## config.mk

```make
export PLATFORM = sky130hd
export DESIGN_NAME = chain_lookup
export DESIGN_NICKNAME = d
export VERILOG_FILES = /design/src/rtl/lk_pkg.sv /design/src/rtl/lk_entry_buf.sv /design/src/rtl/lk_result_ram.sv /design/src/rtl/lk_ctrl.sv /design/src/rtl/chain_lookup.sv
export SDC_FILE = /design/constraint.sdc
export NUM_CORES = 1
export LEC_CHECK = 0
export BUFFER_PORTS_ARGS = -buffer_cell sky130_fd_sc_hd__clkbuf_2
export CAP_MARGIN = 40
export CORE_ASPECT_RATIO = 1.5
export CORE_MARGIN = 2
export CORE_UTILIZATION = 25
export DETAILED_ROUTE_END_ITERATION = 10
export PLACE_DENSITY = 0.5
export SYNTH_ARGS = -nofsm -noshare
export SYNTH_HDL_FRONTEND = slang
export SYNTH_SLANG_ARGS = --single-unit
```

## constraint.sdc

```tcl
create_clock -name clk -period 8.1 [get_ports clk]
set_input_delay 2.025 -clock clk [delete_from_list [all_inputs] [get_ports clk]]
set_output_delay 2.025 -clock clk [all_outputs]
set_load 0.02 [all_outputs]
```

## src/rtl/lk_pkg.sv

```systemverilog
package lk_pkg;
  localparam int ENTRY_WORDS = 8;

  typedef enum logic [1:0] {
    LK_NONE  = 2'b00,
    LK_HIT   = 2'b01,
    LK_MISS  = 2'b10,
    LK_LIMIT = 2'b11
  } lk_status_e;

  typedef enum logic [1:0] {
    S_IDLE,
    S_FETCH,
    S_EVAL,
    S_COPY
  } lk_state_e;
endpackage

```

## src/rtl/lk_entry_buf.sv

```systemverilog
module lk_entry_buf #(
  parameter int DATA_W = 32,
  parameter int BEATS  = 8,
  localparam int IDX_W = $clog2(BEATS)
) (
  input  logic              clk,
  input  logic              rst,
  input  logic              cap_en,
  input  logic              beat_valid,
  input  logic [DATA_W-1:0] beat_data,
  input  logic [IDX_W-1:0]  rd_idx,
  output logic [DATA_W-1:0] rd_word,
  output logic [DATA_W-1:0] word0,
  output logic [DATA_W-1:0] word1,
  output logic              last_beat
);
  logic [DATA_W-1:0] words [BEATS];
  logic [IDX_W-1:0]  cnt;

  // beat counter restarts whenever capture is not enabled
  always_ff @(posedge clk) begin
    if (rst || !cap_en) cnt <= '0;
    else if (beat_valid) cnt <= cnt + 1'b1;
  end

  always_ff @(posedge clk) begin
    if (cap_en && beat_valid) words[cnt] <= beat_data;
  end

  assign last_beat = cap_en && beat_valid && (cnt == IDX_W'(BEATS - 1));
  assign rd_word   = words[rd_idx];
  assign word0     = words[0];
  assign word1     = words[1];
endmodule

```

## src/rtl/lk_result_ram.sv

```systemverilog
module lk_result_ram #(
  parameter int DATA_W = 32,
  parameter int AW     = 5,
  localparam int DEPTH = 1 << AW
) (
  input  logic              clk,
  input  logic              we,
  input  logic [AW-1:0]     waddr,
  input  logic [DATA_W-1:0] wdata,
  input  logic [AW-1:0]     raddr,
  output logic [DATA_W-1:0] rdata
);
  logic [DATA_W-1:0] mem [DEPTH];

  always_ff @(posedge clk) begin
    if (we) mem[waddr] <= wdata;
    rdata <= mem[raddr];
  end
endmodule

```

## src/rtl/lk_ctrl.sv

```systemverilog
module lk_ctrl
  import lk_pkg::*;
#(
  parameter int ADDR_W  = 30,
  parameter int RES_AW  = 5,
  parameter int LIMIT_W = 8,
  parameter int BEATS   = ENTRY_WORDS,
  localparam int IDX_W  = $clog2(BEATS)
) (
  input  logic               clk,
  input  logic               rst,
  input  logic               cmd_valid,
  input  logic [ADDR_W-1:0]  cmd_start,
  input  logic [RES_AW-1:0]  cmd_dest,
  input  logic [31:0]        cmd_key,
  input  logic [LIMIT_W-1:0] cmd_limit,
  input  logic [31:0]        word0,
  input  logic [31:0]        word1,
  input  logic               last_beat,
  input  logic [31:0]        rd_word,
  output logic               cap_en,
  output logic [IDX_W-1:0]   rd_idx,
  output logic               ram_we,
  output logic [RES_AW-1:0]  ram_waddr,
  output logic [31:0]        ram_wdata,
  output logic               busy,
  output logic               done,
  output logic [1:0]         status,
  output logic               mem_req,
  output logic [ADDR_W-1:0]  mem_addr
);
  localparam int INV_BIT = 31;

  lk_state_e          state;
  logic [31:0]        key_q;
  logic [RES_AW-1:0]  dest_q;
  logic [LIMIT_W-1:0] remain;
  logic [IDX_W-1:0]   cidx;

  function automatic logic [ADDR_W-1:0] align32(input logic [ADDR_W-1:0] a);
    return {a[ADDR_W-1:5], 5'b0};
  endfunction

  always_ff @(posedge clk) begin
    if (rst) begin
      state    <= S_IDLE;
      busy     <= 1'b0;
      done     <= 1'b0;
      status   <= LK_NONE;
      mem_req  <= 1'b0;
      mem_addr <= '0;
      key_q    <= '0;
      dest_q   <= '0;
      remain   <= '0;
      cidx     <= '0;
    end else begin
      done    <= 1'b0;
      mem_req <= 1'b0;
      unique case (state)
        S_IDLE: begin
          if (cmd_valid) begin
            key_q  <= cmd_key;
            dest_q <= cmd_dest;
            remain <= cmd_limit;
            if (cmd_limit == '0) begin
              done   <= 1'b1;
              status <= LK_LIMIT;
            end else begin
              busy     <= 1'b1;
              mem_req  <= 1'b1;
              mem_addr <= align32(cmd_start);
              state    <= S_FETCH;
            end
          end
        end
        S_FETCH: begin
          if (last_beat) state <= S_EVAL;
        end
        S_EVAL: begin
          if (word0[INV_BIT]) begin
            done   <= 1'b1;
            busy   <= 1'b0;
            status <= LK_MISS;
            state  <= S_IDLE;
          end else if (word1 == key_q) begin
            cidx  <= '0;
            state <= S_COPY;
          end else if (remain == LIMIT_W'(1)) begin
            done   <= 1'b1;
            busy   <= 1'b0;
            status <= LK_LIMIT;
            state  <= S_IDLE;
          end else begin
            remain   <= remain - 1'b1;
            mem_req  <= 1'b1;
            mem_addr <= align32(word0[ADDR_W-1:0]);
            state    <= S_FETCH;
          end
        end
        S_COPY: begin
          cidx <= cidx + 1'b1;
          if (cidx == IDX_W'(BEATS - 1)) begin
            done   <= 1'b1;
            busy   <= 1'b0;
            status <= LK_HIT;
            state  <= S_IDLE;
          end
        end
        default: state <= S_IDLE;
      endcase
    end
  end

  assign cap_en    = (state == S_FETCH);
  assign rd_idx    = cidx;
  assign ram_we    = (state == S_COPY);
  assign ram_waddr = dest_q + RES_AW'(cidx);
  assign ram_wdata = rd_word;
endmodule

```

## src/rtl/chain_lookup.sv

```systemverilog
module chain_lookup
  import lk_pkg::*;
#(
  parameter int ADDR_W  = 30,
  parameter int RES_AW  = 5,
  parameter int LIMIT_W = 8
) (
  input  logic               clk,
  input  logic               rst,
  input  logic               cmd_valid,
  input  logic [ADDR_W-1:0]  cmd_start,
  input  logic [RES_AW-1:0]  cmd_dest,
  input  logic [31:0]        cmd_key,
  input  logic [LIMIT_W-1:0] cmd_limit,
  output logic               busy,
  output logic               done,
  output logic [1:0]         status,
  output logic               mem_req,
  output logic [ADDR_W-1:0]  mem_addr,
  input  logic               mem_rvalid,
  input  logic [31:0]        mem_rdata,
  input  logic [RES_AW-1:0]  res_raddr,
  output logic [31:0]        res_rdata
);
  localparam int BEATS = ENTRY_WORDS;
  localparam int IDX_W = $clog2(BEATS);

  logic              cap_en;
  logic              last_beat;
  logic [IDX_W-1:0]  rd_idx;
  logic [31:0]       rd_word;
  logic [31:0]       word0;
  logic [31:0]       word1;
  logic              ram_we;
  logic [RES_AW-1:0] ram_waddr;
  logic [31:0]       ram_wdata;

  lk_entry_buf #(.DATA_W(32), .BEATS(BEATS)) u_buf (
    .clk(clk), .rst(rst), .cap_en(cap_en), .beat_valid(mem_rvalid),
    .beat_data(mem_rdata), .rd_idx(rd_idx), .rd_word(rd_word),
    .word0(word0), .word1(word1), .last_beat(last_beat)
  );

  lk_ctrl #(.ADDR_W(ADDR_W), .RES_AW(RES_AW), .LIMIT_W(LIMIT_W), .BEATS(BEATS)) u_ctrl (
    .clk(clk), .rst(rst), .cmd_valid(cmd_valid), .cmd_start(cmd_start),
    .cmd_dest(cmd_dest), .cmd_key(cmd_key), .cmd_limit(cmd_limit),
    .word0(word0), .word1(word1), .last_beat(last_beat), .rd_word(rd_word),
    .cap_en(cap_en), .rd_idx(rd_idx), .ram_we(ram_we), .ram_waddr(ram_waddr),
    .ram_wdata(ram_wdata), .busy(busy), .done(done), .status(status),
    .mem_req(mem_req), .mem_addr(mem_addr)
  );

  lk_result_ram #(.DATA_W(32), .AW(RES_AW)) u_ram (
    .clk(clk), .we(ram_we), .waddr(ram_waddr), .wdata(ram_wdata),
    .raddr(res_raddr), .rdata(res_rdata)
  );
endmodule

```

# Yosys cells after proc, flatten, opt, wreduce, memory -nomap -nowiden
# Memory sizes are Yosys's and may differ from the RTL's. A register that Yosys moved wholly into a read port is not among the register bits.
# Index checks and enable logic that the tools add are counted.
# totals
memories	2
elab_cells	106
register_bits	88
inputBits	116
ram_bits	1280
# mem_list
name	depth	word_bits	read_ports	rd_clocked_by_memory_dff	wr	line_no	text
u_ram.mem	32	32	1	1	1	lk_result_ram.sv:13	logic [DATA_W-1:0] mem [DEPTH];
u_buf.words	8	32	3	1	1	lk_entry_buf.sv:17	logic [DATA_W-1:0] words [BEATS];
# op_classes
reduce_logical	16
n_eq_ne	18
n_mux	55
addsub	4
# op_table
op	count
$mux 30	5
$pmux 30 s2	1
$eq 32x32->1	1
$mux 8	4
$mux 2	12
$mux 1	22
$reduce_and 6->1	3
$pmux 8 s2	1
$mux 3	4
$ne 2x2->1 const B	6
$eq 8x1->1 const B	1
$logic_not 8->1	1
$pmux 2 s4	1
$sub 8x1->8 const B	1
$add 3x1->3 const B	2
$eq 3x3->1 const B	2
$ne 2x1->1 const B	3
$pmux 1 s3	2
$pmux 2 s3	1
$pmux 3 s2	1
$add 5x3->5	1
$reduce_and 5->1	1
$eq 2x2->1 const B	2
$reduce_and 4->1	1
other kinds (12)	14

# Longest topological paths before layout
# Gate-level depths: netlist of the first run.
# An unclocked memory read counts as a cell.
# logic_depth
ltp_word	7
mapped_depth	8
ltp_nobuf	8

# Cells and area by module
# Synthesis of the first run repeated with hierarchy kept, for this count alone.
# unflattened
cells_unflattened	3168
area_unflattened_um2	54830.1
# by_module_without_submodules
mod	n_inst	area_per_inst_um2	cells_each	seq_area_each_um2
lk_result_ram	1	40492.6	2260	31390.1
lk_entry_buf	1	9975.8	398	7747.4
lk_ctrl	1	4361.7	510	1601.5

# Worst setup path after synthesis of the first run
# No wires, ideal clock.
# synth_timing
path_kind	in2reg
from	in mem_rvalid
to	mem u_buf.words[1][0], enable pin
path_stages	3
path_buffers	1
setup_slack_ns	2.929
setup_time_ns	0.461
arrival_time_ns	4.710
path_cell_list	clkbuf_1 > nand4_1 > nor3_1
# synth_between
elab_chain_cells	3
# synth_lines
element	line_no	text
start: declaration	chain_lookup.sv:20	input logic mem_rvalid,
$logic_and 1x1->1	lk_entry_buf.sv:27	if (cap_en && beat_valid) words[cnt] <= beat_data;
$mux 1	lk_entry_buf.sv:27	
$mux 1 (implied by the code)	lk_entry_buf.sv:27	
end: declaration	lk_entry_buf.sv:17	
# No other way between the ends.

==> results of run 1 <==
==> cells in the final DEF, fill, tap and decap left out, drive strengths merged, types with 25 or more instances in the layout <==
cell type and n:
a21oi 70, xor2 35, mux4 384, buf 69
a22oi 25, nand2 122, dfxtp 118, mux2 64
edfxtp 1280, clkinv 46, clkbuf 350, nor2 54
==> report_power, final <==
part	total, µW	internal, µW	switching (µW)	leakage (µW)
combinational	620	262	357	0.00459
sequential	7940	7890	51.1	0.0125
clock	6280	3590	2690	0.00215
==> kinds of logic after synthesis <==
kind of cell / count (synthesis) / synth area share, %
buffers and inverters: 139 / 1.16
xor gates and xnor gates: 37 / 0.609
and+or+nand+nor: 231 / 1.92
adders and majority gates: 10 / 0.249
muxes: 450 / 17.6
other: 1 / 0.00705
DFF: 1398 / 76.7
AOI/OAI and AO/OA: 143 / 1.72
==> registers in the layout (all words and copies together), names as in the netlist, 5 cells and up, named ones only <==
| signal | count |
|---|---|
| u_ram.rdata | 32 |
| u_ctrl.dest_q | 5 |
| u_ctrl.key_q | 32 |
| u_ctrl.remain | 8 |
| u_ctrl.mem_addr | 25 |
| u_ram.mem | 1024 |
| u_buf.words | 256 |
==> critical path, stage by stage <==
cell and delay [ns]:
buf_8 0.51, buf_12 0.57, mux4_2 0.60, mux4_2 0.52
mux2_2 0.31
==> worst max path at each step <==
| stage | end |
|---|---|
| final | u_ram.rdata[4] |
| after global routing | u_ram.rdata[4] |
| after CTS | u_ram.rdata[4] |
| after detailed placement | u_ram.rdata[4] |
| after global placement | u_ram.rdata[4] |
| after floorplan | u_buf.words[1][0] |
==> per-layer routing <==
metal,vias up,global-route usage [%],wire (µm)
li1,10500,-,-
met1,13100,14.7,54200
met2,590,21.7,69000
met3,168,2.35,5850
met4,4,3.23,2770
met5,-,0,21
==> per-stage QoR <==
step,total power [µW],hold slack [ns],instances,setup WS (ns)
2_1_floorplan,8480,0.440,2413,2.93
3_3_place_gp,8720,0.438,5333,3.14
3_5_place_dp,8730,0.444,5340,3.14
4_1_cts,15000,0.452,5585,3.96
5_1_grt,15300,0.472,5586,3.84
6_report,14800,0.454,5586,3.98
==> final cells by class <==
class / instances / area, µm² / share of cell area (%)
clock inverter: 63 / 584 / 0.936
antenna: 1 / 2.50 / 0.00401
inverter: 8 / 30.0 / 0.0481
clock buffer: 182 / 3800 / 6.10
tap: 2821 / 3530 / 5.66
timing repair buffer: 237 / 1530 / 2.45
multi-input combinational: 876 / 12100 / 19.4
sequential: 1398 / 40800 / 65.4
==> results summary, run 1 <==
The CTS root buffer is clkbuf_16. The data required time of the critical path came out at 8.73 ns. From left edge to right edge, the die measures 381 µm. The flow ran to the end, and the final reports show no timing, DRC or antenna violations.

The share of the synthesized area in the top cell type came out at 72.2%. By startpoint and endpoint, the worst setup path is classified as in -> reg. The number of buffer cells added on primary ports came out at 172. The number of flip-flops and latches in the synthesized netlist is 1398. The area growth from synthesis to layout came out at 17.3%. The number of warnings reported in the yosys synthesis log came out at 0. The headroom to the max-slew limit came out at 42.5%. The clock insertion delay at the later pin of the skew report is 0.75 ns.

For this run, the share of the core covered by cells in the final layout is 29.5%. The global-route usage over all layers came out at 12.1%. In this run the post-CTS setup repair buffer count came out at 0. The detailed router placed 24500 vias in this run.

The slew at the pin closest to its max-slew limit came out at 0.862 ns. The layout has between 20000 and 25000 filler cells. The post-cts hold buffer count came out at 0. The height of the chip is 569 µm.

The post-synthesis instance area is 53200 µm². The post-detailed-placement half-perimeter wirelength came out at 73.8 mm. The deepest clock path buffer count came out at 3. The wire length of the first global-routing pass is 189 mm. The synthesized design spends more area on one cell type than any other, namely edfxtp_1. The worst hold path cell count is 2. The leakage power figure came out at 0.0192 µW. The die outline area is 217000 µm². The maximum number of pins on one net before global-route repair came out at 86. The top flip-flop cell by instance count after synthesis is edfxtp_1. The number of clock sinks is 1398. Adding up every negative setup slack in the final design gives 0 ns. For hold timing, the worst endpoint is u_ctrl.mem_addr[27].

The post-route DRC violation count is 0. The number of H-tree levels came out at 4. Counting I/O delays and the setup requirement, the final critical path takes 4.12 ns. The count of cells along the worst register-to-register path is 7. The final period utilization is 50.9%. After synthesis, flip-flops and latches occupy 76.7% of the total area. The launch point of the worst reg-to-reg path is u_ctrl.rd_idx[0]. Max-cap violations in this run came to 0. Averaged over all synthesized cells, the footprint is 22.1 µm². The endpoint identified for the worst register-to-register timing path is u_ram.mem[30][1]. The number of failing setup endpoints in the final timing report came out at 0. The total overflow left after global routing is 0. The final count of hold timing violations was 0. Clock-pin slew was measured on the worst setup and hold paths at 0.06 ns.

The initial utilization of the core area, before any placement, comes to between 20% and 30%. The critical path launch point type is an input port. TritonCTS built the clock tree. The first-pass detailed-route iteration total came out at 6. The number of nets in the finished design is ~2800.

The commonest cells after synthesis are edfxtp_1 (1280), mux4_2 (384), nand2_1 (122). The total power divided by cell area came out at 238 nW/µm². Yosys mapped a number of flops with a built-in enable equal to 1280. The worst-case register-to-register setup slack came out at 4.73 ns. The top fanout value on the critical path is 73. The launching instance or port of the critical path is res_raddr[0]. The post-detailed-routing wire length came out at 132 mm. The routed length per placed instance is 23.6 µm. The number of pins with negative max-slew slack in the final report is 0. STA classifies the critical path endpoint as a flip-flop. The I/O pin count came out at 183. Setup repair after global routing left no endpoint under its margin. The average via count per standard cell is 4.38.

For this run, the top clock speed supported by timing is 242 MHz. The post-placement cell area came out at 58000 µm². The netlist uses 59 different library cells.

The post-route netlist has about a third of its cells at a drive strength greater than 1. The worst voltage drop across the vdd grid is 0.190 mV. The via count of the first global-routing pass came to 26300. Once the clock tree was built, the resizer swapped 0 gates to a different size. The number of cell rows is around 210. The post-route standard cell area excluding fillers is 62400 µm². edfxtp_1 is the most common cell in the netlist. The count of nets left with antenna violations once routing finished came out at 0.

The proportion of synthesized flip-flops having asynchronous set or reset is 0%. The worst hold path begins at u_ctrl.mem_addr[27]. Clock skew on the completed layout was measured at 0.0283 ns. The weighted congestion at the end of routability-driven global placement came out at 0.735. For this block, the initial DRC count from the detailed router was 1788. The number of instances in the synthesized netlist is 2409.

The number of buffers inserted during clock tree synthesis came out at between 100 and 150. The core region is 212000 µm². The number of antenna violations at the first check in global routing came out at 8. By area the synthesized netlist is led by edfxtp_1 (72%), mux4_2 (16%), dfxtp_1 (4.4%). The worst hold path class is reg -> reg.

At the worst endpoint, the arrival time is 4.75 ns.
(Power assumes the default switching activity.)
==> inputs of run 2 (changes only) <==
- clock period: 8.1 -> 4.2 ns (I/O delays scaled with it)
==> results summary, run 2 (synthesized netlist as in run 1, its figures left out) <==
The flow ran to the end, and the final reports show no timing, DRC or antenna violations. The post-detailed-routing wire length was 137 mm (+3.5%). The setup clock skew after layout is 0.0257 ns (-0.00262 ns). The pre-CTS setup slack came out at 0.801 ns (-2.34 ns). The deepest clock path buffer count is 3 (unchanged).

The post-route worst setup slack is 1.01 ns (-2.97 ns). The proportion of layout cells with a drive suffix above 1 came out at 33.7% (+0.093 points). The total core area came out at 212000 µm² (unchanged). The post-placement cell area is 58600 µm² (+0.97%).

The number of design-rule violations left by the first detailed-router iteration came out at 1841 (+3.0%). The wire length of the first global-routing pass is 195 mm (+2.8%). The number of pins with negative max-slew slack in the final report came to 0 (unchanged). The top fanout value on the critical path came out at 24 (-67%). u_ram.mem holds more flip-flops than any other register. The critical path launch point type is a flip-flop.

The post-route DRC violation count is 0 (unchanged). The final period utilization came out at 76.0%. The total power divided by cell area came to 452 nW/µm² (+90%). Setup repair after global routing left no endpoint under its margin. The post-detailed-placement half-perimeter wirelength is 79.7 mm (+7.9%). The worst setup path is of the reg -> reg kind.

In the layout the commonest cells are edfxtp_1 (1280), mux4_2 (384), clkbuf_2 (168). The number of cell rows was 207 (unchanged). The most critical setup path has its endpoint at u_ram.mem[11][6].

The critical path goes through ha_1 -> fa_1 -> or3_1 -> o21ai_0 -> nor2_1 -> a21oi_1 -> nand2_1 -> nor2_4 -> buf_12. The number of cells after detailed placement is 5365 (+0.47%). The count of cells along the worst register-to-register path is 9 (+2). The final count of hold timing violations is 0 (unchanged). The root buffer cell chosen for the clock tree is clkbuf_16.

The most critical setup path has its startpoint at u_ctrl.rd_idx[0]. The post-route total power is 28400 µW (+91%). The leakage power figure is 0.0193 µW (+0.66%). The startpoint identified for the worst register-to-register timing path is u_ctrl.rd_idx[0].

The clock-pin slew on the worst setup and hold paths is 0.06 ns (about the same). The maximum number of pins on one net before global-route repair was 72 (-16%). The number of buffers inserted during clock tree synthesis is 134 (unchanged). The number of nets still failing antenna checks after routing came out at 0 (unchanged).

The largest registers in the layout are u_ram.mem (1024), u_buf.words (256). The detailed-route via count is 24900 (+1.8%). The via count of the first global-routing pass came to 26600 (+1.1%). The endpoint identified for the worst register-to-register timing path is u_ram.mem[11][6]. The number of buffer cells added on primary ports came to 172 (unchanged).

The post-route non-filler standard cell count came out at 5610 (+0.43%). The most common library cell in the layout ignoring fill and taps is edfxtp_1. The headroom to the max-slew limit came out at 44.9% (+2.3 points). The post-route standard cell area excluding fillers came out at 62800 µm² (+0.67%). The number of buffers inserted by post-CTS setup repair is 0 (unchanged). The worst voltage drop across the vdd grid came to 0.390 mV (+100%). The die outline area came out at 217000 µm² (unchanged). The I/O pin count came out at 183 (unchanged). The number of nets in the finished design was 2806 (+0.90%). The height of the chip came out at 569 µm (unchanged). The post-cts hold buffer count is 0 (unchanged).

The average via count per standard cell is 4.44 (+1.4%). The number of maximum-capacitance constraint violations came out at 0 (unchanged). The element type at the critical path end is a flip-flop. The number of antenna violations at the first check in global routing is 9 (+1).

The clock insertion delay at the later pin of the skew report came out at 0.76 ns (about the same). The global-route usage over all layers came to 12.5% (+0.44 points). The number of clock sinks is 1398 (unchanged). The routed length per placed instance is 24.3 µm (+3.1%). TritonCTS built the clock tree. The number of failing setup endpoints in the final timing report came out at 0 (unchanged). The final sum of negative setup slack is 0 ns (unchanged). The number of H-tree levels came out at 4 (unchanged). The shortest clock period the worst path allows after layout is 3.19 ns.

The worst path arrival time came out at 3.62 ns (-1.13 ns). The width of the die came to 381 µm (unchanged). The first-pass detailed-route iteration total came out at 5 (-1). The worst-case register-to-register setup slack is 1.01 ns (-3.72 ns). The data required time of the critical path came out at 4.63 ns (-4.10 ns). Based on the critical path, the design can be clocked at up to 313 MHz. The min-delay analysis places its worst path in the category reg -> reg. The slew at the pin closest to its max-slew limit is 0.827 ns (-0.0352 ns). The total grt overflow is 0 (unchanged). The largest stage delay on the critical path is 0.47 ns (-0.13 ns). The number of flip-flops in the largest register is 1024 (unchanged).

The area growth from synthesis to layout is 18.1%. The effective utilization at floorplan came to 25.1% (unchanged). The post-cts sizing count came out at 0 (unchanged). For this design, the slowest cell found on the critical path is nor2_4.

The weighted congestion at the end of routability-driven global placement came to 0.728 (-1.0%).
==> run 2: cell types whose count changed in the layout (fill, tap and decap cells not counted), moves of 5 or more <==
cell	change
clkinv_1	-6
clkbuf_16	-5
clkinv_2	-6
clkbuf_8	-6
buf_4	-6
buf_12	+35
clkbuf_1	+18
==> run 2: worst min-delay path by stage <==
| stage | startpoint | end | cells after the start |
|---|---|---|---|
| CTS | u_ctrl.mem_addr[28] | u_ctrl.mem_addr[28] | 2 |
| detailed placement | u_ctrl.mem_addr[28] | u_ctrl.mem_addr[28] | 2 |
| floorplan | u_ctrl.dest_q[0] | u_ctrl.dest_q[0] | 2 |
| global placement | u_ctrl.mem_addr[28] | u_ctrl.mem_addr[28] | 2 |
| global route | u_ctrl.mem_addr[28] | u_ctrl.mem_addr[28] | 2 |
| finish | u_ctrl.mem_addr[28] | u_ctrl.mem_addr[28] | 2 |
==> run 2: through the flow <==
step / utilization (%) / hold WS, ns
after floorplan: - / 0.440
after global placement: 27.6 / 0.439
after detailed placement: 27.6 / 0.445
after CTS: 29.6 / 0.453
after global routing: 29.6 / 0.474
final: 29.6 / 0.453
==> run 2: critical path, delay by kind of cell (launching register included) <==
kind | cells | cell delay, ns
AND/OR/NAND/NOR | 4 | 1.20
adder cells (fa/ha/maj) | 2 | 0.69
flip-flops | 1 | 0.34
buffers and inverters | 1 | 0.33
AO/OA/AOI/OAI | 2 | 0.28
==> run 2: area by class of cell <==
cell class	count	area, µm²
clock inverter	53	577
timing repair buffer	262	2090
tap	2821	3530
antenna	3	7.51
multi-input combinational	876	12100
sequential	1398	40800
inverter	8	30.0
clock buffer	189	3660
fill	20700	149000
==> run 2: per-layer routing <==
layer	GRT usage (%)	part of all wire, %
met2	21.7	51
met3	2.16	4.6
met1	15.9	42
met4	3.79	2.4
met5	0	0.024
==> run 2: power by group <==
part	internal, µW	switching [µW]	leakage, µW
clock	6590	5250	0.00206
combinational	528	703	0.00481
sequential	15200	88.6	0.0125
total	22300	6040	0.0193
